--- src/rtl/i2c_tx_master.sv ---
module i2c_tx_master #(
  parameter int SEL_W = 3
) (
  input  logic       clk,
  input  logic       rst_n,
  input  logic       wr_en,
  input  logic       wr_addr,
  input  logic [7:0] wdata,
  input  logic       scl_in,
  input  logic       sda_in,
  output logic       scl_oe,
  output logic       sda_oe,
  output logic       busy,
  output logic       tx_empty,
  output logic       irq_flag,
  output logic       xfer_rdy,
  output logic       nack,
  output logic       irq
);
  localparam int CNT_W = (1 << SEL_W) + 1;

  typedef enum logic [2:0] {IDLE, STRT, XFER, HOLD, STOP} st_t;

  st_t              st;
  logic [1:0]       ph;
  logic [3:0]       bitn;
  logic [CNT_W-1:0] cnt;
  logic [SEL_W-1:0] sel;
  logic             ie, sh_full;
  logic [7:0]       tdr, shr;

  wire [CNT_W-1:0] reload = (CNT_W'(2) << sel) - CNT_W'(1);
  wire tick      = (cnt == '0);
  wire ctl_wr    = wr_en && !wr_addr;
  wire dat_wr    = wr_en && wr_addr;
  wire bus_free  = !busy && scl_in && sda_in;
  wire start_req = ctl_wr && (wdata[1:0] == 2'b01) && (st == IDLE) && bus_free;
  wire stop_req  = ctl_wr && (wdata[1:0] == 2'b00) && (st == HOLD);

  assign irq = irq_flag && ie;

  always_ff @(posedge clk or negedge rst_n) begin
    if (!rst_n) begin
      st <= IDLE; ph <= '0; bitn <= '0; cnt <= '0; sel <= '0; ie <= 1'b0;
      sh_full <= 1'b0; tdr <= '0; shr <= '0; scl_oe <= 1'b0; sda_oe <= 1'b0;
      busy <= 1'b0; tx_empty <= 1'b1; irq_flag <= 1'b0; xfer_rdy <= 1'b0;
      nack <= 1'b0;
    end else begin
      cnt <= (tick || st == IDLE) ? reload : cnt - CNT_W'(1);
      if (ctl_wr) begin
        ie  <= wdata[3];
        sel <= wdata[4 +: SEL_W];
        if (!wdata[2]) irq_flag <= 1'b0;
      end
      case (st)
        IDLE: if (start_req) begin
          st <= STRT; ph <= '0; busy <= 1'b1;
        end
        STRT: if (tick) begin
          case (ph)
            2'd0: begin sda_oe <= 1'b1; ph <= 2'd1; end
            2'd1: begin scl_oe <= 1'b1; ph <= 2'd2; end
            default: begin
              st <= HOLD; tx_empty <= 1'b1; irq_flag <= 1'b1; xfer_rdy <= 1'b1;
            end
          endcase
        end
        HOLD: begin
          if (!tx_empty && !sh_full) begin
            shr <= tdr; sh_full <= 1'b1; tx_empty <= 1'b1; xfer_rdy <= 1'b1;
          end
          if (stop_req) begin
            st <= STOP; ph <= '0; sda_oe <= 1'b1; sh_full <= 1'b0;
          end else if (sh_full && !irq_flag && tick) begin
            st <= XFER; ph <= '0; bitn <= '0; sda_oe <= ~shr[7];
            sh_full <= 1'b0; xfer_rdy <= 1'b0;
          end
        end
        XFER: if (tick) begin
          case (ph)
            2'd0: ph <= 2'd1;
            2'd1: begin
              scl_oe <= 1'b0; ph <= 2'd2;
              if (bitn == 4'd8) irq_flag <= 1'b1;
            end
            2'd2: begin
              if (bitn == 4'd8) nack <= sda_in;
              ph <= 2'd3;
            end
            default: begin
              scl_oe <= 1'b1; ph <= 2'd0;
              if (bitn == 4'd8) st <= HOLD;
              else begin
                bitn   <= bitn + 4'd1;
                shr    <= {shr[6:0], 1'b0};
                sda_oe <= (bitn == 4'd7) ? 1'b0 : ~shr[6];
              end
            end
          endcase
        end
        STOP: if (tick) begin
          if (ph == 2'd0) begin scl_oe <= 1'b0; ph <= 2'd1; end
          else begin sda_oe <= 1'b0; st <= IDLE; busy <= 1'b0; end
        end
        default: st <= IDLE;
      endcase
      if (dat_wr) begin
        tdr <= wdata; tx_empty <= 1'b0;
      end
    end
  end


  sda_while_high_chk: assert property (@(posedge clk) disable iff (!rst_n)
    (st == XFER && !scl_oe) |=> (scl_oe || $stable(sda_oe)));


  hold_low_chk: assert property (@(posedge clk) disable iff (!rst_n)
    (st == HOLD) |-> scl_oe);


  start_free_chk: assert property (@(posedge clk) disable iff (!rst_n)
    $rose(busy) |-> $past(scl_in && sda_in));


  irq_edge_chk: assert property (@(posedge clk) disable iff (!rst_n)
    $rose(irq_flag) |-> (st == HOLD || (st == XFER && bitn == 4'd8 && !scl_oe)));


  empty_clr_chk: assert property (@(posedge clk) disable iff (!rst_n)
    (wr_en && wr_addr) |=> !tx_empty);


  stop_release_chk: assert property (@(posedge clk) disable iff (!rst_n)
    $fell(busy) |-> (!scl_oe && !sda_oe));
endmodule

--- config.mk ---
export PLATFORM = sky130hd
export DESIGN_NAME = i2c_tx_master
export DESIGN_NICKNAME = d
export VERILOG_FILES = /design/src/rtl/i2c_tx_master.sv
export SDC_FILE = /design/constraint.sdc
export NUM_CORES = 1
export LEC_CHECK = 0
export BUFFER_PORTS_ARGS = -buffer_cell sky130_fd_sc_hd__buf_2
export CAP_MARGIN = 15
export CORE_AREA = 3 3 84 86
export CTS_BUF_LIST = sky130_fd_sc_hd__clkbuf_4 sky130_fd_sc_hd__clkbuf_8
export CTS_CLUSTER_SIZE = 8
export DETAILED_ROUTE_END_ITERATION = 8
export DIE_AREA = 0 0 87 89
export GPL_TIMING_DRIVEN = 0
export SLEW_MARGIN = 30
export SYNTH_ARGS = -nofsm -noshare
export SYNTH_HDL_FRONTEND = slang
export SYNTH_SLANG_ARGS = --single-unit
--- constraint.sdc ---
create_clock -name clk -period 2.5 [get_ports clk]
set_input_delay 0.25 -clock clk [delete_from_list [all_inputs] [get_ports clk]]
set_output_delay 0.25 -clock clk [all_outputs]
set_load 0.01 [all_outputs]
Word level (Yosys, flattened, before mapping):

Index checks and enable logic that the tools add are counted.
W data, S select, Z words.

* $add $sub $neg: 3
* equal/unequal tests: 30
* shifts and indexed selects: 1
* mux-type cells: 72
* bitwise logic cells: 2
* reduce and logical (&&, ||, !) cells: 45

Operators by type and width (count)
* $mux W1: 32
* $mux W8: 4
* $mux W3: 10
* $ne A2 B2 Y1 const B: 14
* $mux W4: 5
* $reduce_and A9 Y1: 2
* $pmux W8 S2: 1
* $pmux W3 S5: 1
* $mux W2: 7
* $logic_and A1 B1 Y1: 13
* $reduce_and A4 Y1: 3
* $pmux W1 S2: 5
* $pmux W2 S5: 1
* $logic_not A9 Y1: 1
* $mux W9: 1
* $ne A3 B3 Y1 const B: 3
* $reduce_bool A3 Y1: 3
* $shl A2 B3 Y9 const A: 1
* $sub A9 B1 Y9 const B: 1
* $sub A9 B2 Y9 const B: 1
* $pmux W4 S2: 1
* $reduce_and A8 Y1: 1
* $reduce_and A7 Y1: 1
* $eq A3 B2 Y1 const B: 2
* 27 further kinds: 39

* register bits after elaboration: 46
* input port bits: 14
* output and inout bits: 8
* word-level logic and storage cells: 169

Longest topological paths before layout:

Gate-level depths: netlist (run 1).

* depth in word-level cells: 7
* gate-level depth with buffers: 10
* gate-level depth less buffers: 7

Worst setup path before layout (run 1):

OpenSTA, ideal clock, no wires.

* kind: reg2reg
* start point: register cnt[0]
* end point: register ph[0]
* library setup time: 0.128 ns
* arrival: 2.162 ns
* required time: 2.372 ns
* slack: 0.211 ns
* cell stages (with the launch flop): 10
* buffers on the path: 2
* period minus slack after synthesis: 2.289 ns
* cell sequence: dfrtp_1 -> inv_1 -> ha_1 -> or4b_4 -> nand2b_4 -> buf_6 -> and2_4 -> buf_6 -> a211oi_2 -> mux2_1

* word-level cells in the longest chain between the ends: 4
* elaborated cells between the ends (all ways): 7
* those cells by class: eq/ne (4); reduce/logical (3)

RTL lines
* start, declared: RTL line 27 `logic [CNT_W-1:0] cnt;`
* start signal, assigned: RTL line 49 `cnt <= (tick || st == IDLE) ? reload : cnt - CNT_W'(1);`
* $logic_not A9 Y1 *: RTL line 33 `wire tick = (cnt == '0);`
* $logic_and A1 B1 Y1: RTL line 74 `end else if (sh_full && !irq_flag && tick) begin`
* $ne A3 B2 Y1 (no source line)
* $reduce_and A8 Y1 (no source line) *
* end signal, assigned: RTL line 73 `st <= STOP; ph <= '0; sda_oe <= 1'b1; sh_full <= 1'b0;`
* end signal, assigned: RTL line 75 `st <= XFER; ph <= '0; bitn <= '0; sda_oe <= ~shr[7];`
* end signal, assigned: RTL line 81 `2'd0: ph <= 2'd1;`
* end, declared: RTL line 25 `logic [1:0] ph;`

Every way passes the cells marked *; elsewhere a longest branch is shown, timed or not.
A chain may end at the register's enable or synchronous reset.

Final worst setup path (run 1):

* start point: register cnt[0]
* end point: register ph[1]

The elaborated chain is that of the path after synthesis.

==> results of run 1 <==
-- registers in the layout (all words and copies together) (netlist names), 2 cells and up --
register	cells
tdr	8
sel	3
ph	2
cnt	9
bitn	4
st	3
shr	8
-- report_power, final --
part,leakage (nW),switching [W],internal (W),total (W)
Clock,0.0486,0.000267,0.000209,0.000476
Sequential,0.535,0.000212,0.000993,0.00120
Combinational,0.769,0.000757,0.000636,0.00139
-- path summary, 6_finish.rpt --
kind	start	endpoint	slack, ns	depth (start not counted)
setup / recovery	cnt[0]	ph[1]	0.05	9
max in group asynchronous	rst_n	sh_full	1.62	2
setup reg to reg	cnt[0]	ph[1]	0.05	9
hold / removal	wr_en	tx_empty	0.15	2
min in group asynchronous	rst_n	scl_oe	0.49	2
hold reg to reg	tdr[0]	shr[0]	0.48	2
-- cells in the mapped netlist, drive strengths merged (3+ instances only) --
library cell  count
a211oi            4
a21o              5
a21oi            14
a31oi             3
buf               3
clkbuf            9
dfrtp            45
ha                8
inv              10
mux2             21
nand2            51
nand2b            7
nand3             4
nand3b            5
nor2             17
nor2b             7
nor3              7
nor3b             3
nor4              4
o211ai            3
o21ai            15
o22a              3
or3               4
xnor2             3
xor2              3
-- layer usage --
metal  track usage  vias to the layer above  wire [um]
li1              -                     1048          -
met3        0.0332                        4        276
met1         0.232                     1001       2920
met5             0                        -          0
met4        0.0439                        0         36
met2         0.232                       46       2460
-- layout make-up --
class                           count  share of cell area
Buffer                             12              0.0209
Clock inverter                      2             0.00460
Sequential cell                    46               0.385
Multi-Input combinational cell    212               0.475
Tap cell                           77              0.0322
Clock buffer                        6              0.0255
Timing Repair Buffer               24              0.0443
Inverter                           10              0.0125
-- cell families (layout without fill, tap and decap cells) --
| group | Yosys count | in the layout | synth area share |
|---|---|---|---|
| XOR/XNOR | 6 | 6 | 0.0198 |
| AO/OA/AOI/OAI | 58 | 58 | 0.141 |
| buffers and inverters | 22 | 54 | 0.0373 |
| adder cells (fa/ha/maj) | 8 | 8 | 0.0378 |
| flip-flops | 46 | 46 | 0.435 |
| AND/OR/NAND/NOR | 118 | 118 | 0.236 |
| multiplexers | 22 | 22 | 0.0931 |
-- metrics by stage --
stage / instance area, sq um / setup slack, ns / setup TNS [ns] / total power, W
after floorplan: 2650 / 0.211 / 0 / 0.00222
after global placement: 2850 / -0.0665 / -0.300 / 0.00254
after detailed placement: 2850 / -0.0859 / -0.499 / 0.00257
after CTS: 2960 / 0.0257 / 0 / 0.00307
after global routing: 2990 / -0.0193 / -0.0265 / 0.00334
final: 2990 / 0.0474 / 0 / 0.00307
-- timing repair --
item                                   in CTS  in global routing
endpoints found under the hold margin      45                  0
buffers inserted                            0                  2
pin swaps                                   0                  1
resized for setup                           2                  7
setup endpoints to repair                  10                 10
hold buffers                                1                  0
==> flow_metrics.py, run 1 <==
metrics = {
    "yosys": {
        "syn_area_sq_um": 2650,
        "synth_edf_count": 0,
        "synthArstFlopShare": 1.00,
        "ys_top_cells_by_area": "dfrtp_1 43%, nand2_1 7.2%, mux2_2 5.5%",
        "syn_inst": 280,
        "avgSynthCellArea_sq_um": 9.46,
        "synth_top_area_frac": 0.425,
        "yosysUniqueCellTypes": 51,
        "yosysSeqAreaShare": 0.435,
        "syn-num-nets": 302,
        "ys_seq_elements": 46,
        "yosysTopAreaCell": "dfrtp_1",
        "yosysWarnings": 0,
        "ys.flop_type": "dfrtp_1",
    },
    "global_routing": {
        "grt_max_degree": 47,
        "overflow": 0,
        "grt_pass1_wl_um": 9590,
        "track_usage": 0.157,
        "antenna_found_initial": 0,
        "grt_pass1_vias": 1997,
    },
    "setup_path": {
        "crit_top_cell": "buf_6",
        "cp-end-kind": "register",
        "path_max_fanout": 10,
        "crit_family": "simple AND/OR/NAND/NOR gates",
        "worstPathRequired_ns": 2.70,
        "arrival_ns": 2.65,
        "crit_chain": "inv_2 > ha_2 > or4b_4 > nand2b_4 > buf_6 > and2_4 > buf_6 > a211oi_4 > mux2_4",
        "critPathKind": "register to register",
        "slowest_delay_ns": 0.51,
        "start_kind": "register",
        "crit_path_top_delay_cell": "or4b_4",
        "worstPathBufferInverterCount": 3,
    },
    "layout": {
        "layout-drive-gt1-share": 0.196,
        "multiInputGateArea_sq_um": 1420,
        "register_area_sq_um": 1150,
        "areaGrowthSynthToFinish_pct": 13.0,
        "fillers": 619,
        "final_cell_mix": "51 x nand2_1, 45 x dfrtp_1, 21 x buf_2, 16 x nor2_1, 14 x a21oi_1",
        "final_core_util": 0.472,
        "num-nets-final": 333,
        "diodes": 0,
        "final_common_cell": "nand2_1",
        "stdcell_count": 389,
    },
    "cts": {
        "cts_tree": "yes",
        "clk_latency_ns": 0.30,
        "clk_pin_slew_ns": 0.09,
        "cts_root_buf": "clkbuf_8",
        "clock_sinks": 46,
        "clockBufferDepth": 2,
        "htree_levels": 2,
        "cts_inserted_buffers": 5,
    },
    "floorplanning": {
        "dieArea_sq_um": 7740,
        "die_height_um": 89,
        "pin_count": 22,
        "core_area_sq_um": 6350,
        "start_util": 0.417,
        "row_count": 29,
        "die_w_um": 87,
    },
    "detailed_routing": {
        "post-route-drc-count": 0,
        "wl_per_cell_um": 14.6,
        "drtPass1Iterations": 4,
        "drtAntennaViolNets": 0,
        "drtIter0Drc": 194,
        "vias": 2099,
        "routed_wl_um": 5690,
        "vias_per_cell": 5.40,
    },
    "sta": {
        "setup-violations-final": 0,
        "hold_slack_ns": 0.147,
        "grt_setup_unrepaired": "true",
        "fin_skew_ns": 0.00431,
        "hold_viol": 0,
        "max_freq_mhz": 408,
        "period_needed_ns": 2.45,
        "maxSlewViolCount": 0,
        "tightest_slew_ns": 0.628,
        "post-route-period-util": 0.981,
        "slew_headroom": 0.580,
    },
    "worst_hold_path": {
        "holdCritPathClass": "primary input to register",
    },
    "placed_design": {
        "place_congestion": 0.886,
        "dpl.cell_count": 378,
        "portBuffers": 21,
        "dp_hpwl_um": 4090,
    },
    "flow_run": {
        "drv_cap": 0,
    },
    "outcome": {
        "status": "completed",
    },
    "pwr": {
        "powerDensity_nw_per_um2": 1030,
        "leakagePower_nw": 1.35,
        "irDropWorstVdd_mv": 0.498,
    },
}
Note: power is estimated with default switching activity, not from simulation.
==> run 2, diff against run 1 <==
- PLACE_DENSITY: not set -> 0.68
==> flow_metrics.py, run 2 (synthesized netlist as in run 1, its figures left out) <==
metrics = {
    "setup_path": {
        "critPathKind": "register to register",
        "r2r_start": "cnt[1]",
        "crit_chain": "inv_1 > ha_4 > or4b_4 > nand2b_4 > buf_6 > and2_4 > buf_6 > a211oi_4 > mux2_4",
        "startpoint": "cnt[1]",
        "crit_family": "simple AND/OR/NAND/NOR gates",
        "worstPathBufferInverterCount": 3,
        "cp-end-kind": "register",
        "slowest_delay_ns": 0.49,
        "crit_top_cell": "buf_6",
        "arrival_ns": 2.62,
        "start_kind": "register",
        "worstPathRequired_ns": 2.70,
        "crit_path_top_delay_cell": "or4b_4",
        "path_max_fanout": 10,
    },
    "pwr": {
        "power_w": 0.00309,
        "irDropWorstVdd_mv": 0.468,
        "powerDensity_nw_per_um2": 1030,
        "leakagePower_nw": 1.35,
    },
    "detailed_routing": {
        "drtPass1Iterations": 5,
        "routed_wl_um": 5750,
        "vias": 2105,
        "drtAntennaViolNets": 0,
        "wl_per_cell_um": 14.8,
        "drtIter0Drc": 136,
        "vias_per_cell": 5.43,
        "post-route-drc-count": 0,
    },
    "cts": {
        "htree_levels": 2,
        "cts_root_buf": "clkbuf_8",
        "clock_sinks": 46,
        "clk_pin_slew_ns": 0.09,
        "clockBufferDepth": 2,
        "cts_tree": "yes",
        "cts_inserted_buffers": 5,
        "clk_latency_ns": 0.31,
    },
    "worst_hold_path": {
        "holdCritPathClass": "primary input to register",
        "min_from": "wr_en",
    },
    "layout": {
        "largest_reg_flops": 9,
        "final_common_cell": "nand2_1",
        "final_cell_area_sq_um": 2990,
        "largest_register": "cnt",
        "num-nets-final": 332,
        "layout-drive-gt1-share": 0.190,
        "fillers": 613,
        "final_cell_mix": "51 x nand2_1, 45 x dfrtp_1, 21 x buf_2, 16 x nor2_1, 14 x a21oi_1",
        "areaGrowthSynthToFinish_pct": 12.9,
        "reg_top3": "cnt x9, shr x8, tdr x8",
        "diodes": 0,
    },
    "sta": {
        "layout_setup_ws_ns": 0.0708,
        "setup-violations-final": 0,
        "hold_viol": 0,
        "period_needed_ns": 2.43,
        "max_freq_mhz": 412,
        "post-route-period-util": 0.972,
        "maxSlewViolCount": 0,
        "fin_skew_ns": 0.00904,
        "slew_headroom": 0.545,
        "tightest_slew_ns": 0.681,
    },
    "outcome": {
        "status": "completed",
    },
    "floorplanning": {
        "start_util": 0.417,
        "die_w_um": 87,
        "pin_count": 22,
        "die_height_um": 89,
        "row_count": 29,
        "dieArea_sq_um": 7740,
        "core_area_sq_um": 6350,
    },
    "global_routing": {
        "antenna_found_initial": 0,
        "grt_max_degree": 47,
        "grt_pass1_vias": 2041,
        "grt_pass1_wl_um": 9750,
        "track_usage": 0.161,
        "overflow": 0,
    },
    "placed_design": {
        "placed_cell_area_sq_um": 2850,
        "place_congestion": 0.855,
        "dp_hpwl_um": 4090,
        "portBuffers": 21,
        "place_ws_ns": 0.0141,
    },
    "flow_run": {
        "drv_cap": 0,
    },
}
[run 2: changes by cell type in the layout (fill, tap and decap cells not counted), sizes merged]
cell | previous run | this run
buf | 26 | 25
[run 2: worst paths after layout]
| kind | cells past startpoint | slack, ns | endpoint |
|---|---|---|---|
| worst max-delay path | 9 | 0.07 | ph[0] |
| worst min-delay path | 2 | 0.15 | tx_empty |
| worst max register to register | 9 | 0.07 | ph[0] |
| worst min register to register | 2 | 0.48 | ie |
| max in group asynchronous | 2 | 1.61 | tdr[7] |
| min in group asynchronous | 2 | 0.47 | ph[1] |
[run 2: layer usage]
metal / vias up / GRT usage / wire [um] / share of wire
li1: 1046 / - / - / -
met1: 1018 / 0.212 / 2680 / 0.47
met2: 37 / 0.262 / 2790 / 0.48
met3: 4 / 0.0433 / 221 / 0.038
met4: 0 / 0.0425 / 63 / 0.011
met5: - / 0 / 0 / 0
[run 2: timing repair]
item                                    CTS  global route
buffers inserted                          0             1
pin swaps                                 0             2
endpoints found under the setup margin    2             4
resized for setup                         1             6
endpoints found under the hold margin    45             0
hold buffers                              1             0
[run 2: report_power, final]
group | switching [W] | internal (W)
combinational | 0.000767 | 0.000639
sequential | 0.000208 | 0.000992
clock | 0.000271 | 0.000209
[run 2: final cells by class]
class	count	area, sq um	area share
inverters	10	37.5	0.0126
repair buffers	23	125	0.0418
well taps	77	96.3	0.0322
plain buffers	12	61.3	0.0205
flip-flops and latches	46	1150	0.385
clock inverters	2	13.8	0.00460
clock buffers	6	76.3	0.0255
multi-input cells	212	1430	0.477
[run 2: per-stage QoR]
stage                     hold WS, ns  utilization  TNS [ns]  cells
after floorplan               -0.0456            -         0    280
after global placement          0.442        0.449         0    378
after detailed placement        0.307        0.449         0    378
after CTS                       0.138        0.465         0    387
after global routing            0.144        0.471   -0.0186    388
final                           0.150        0.471         0    388
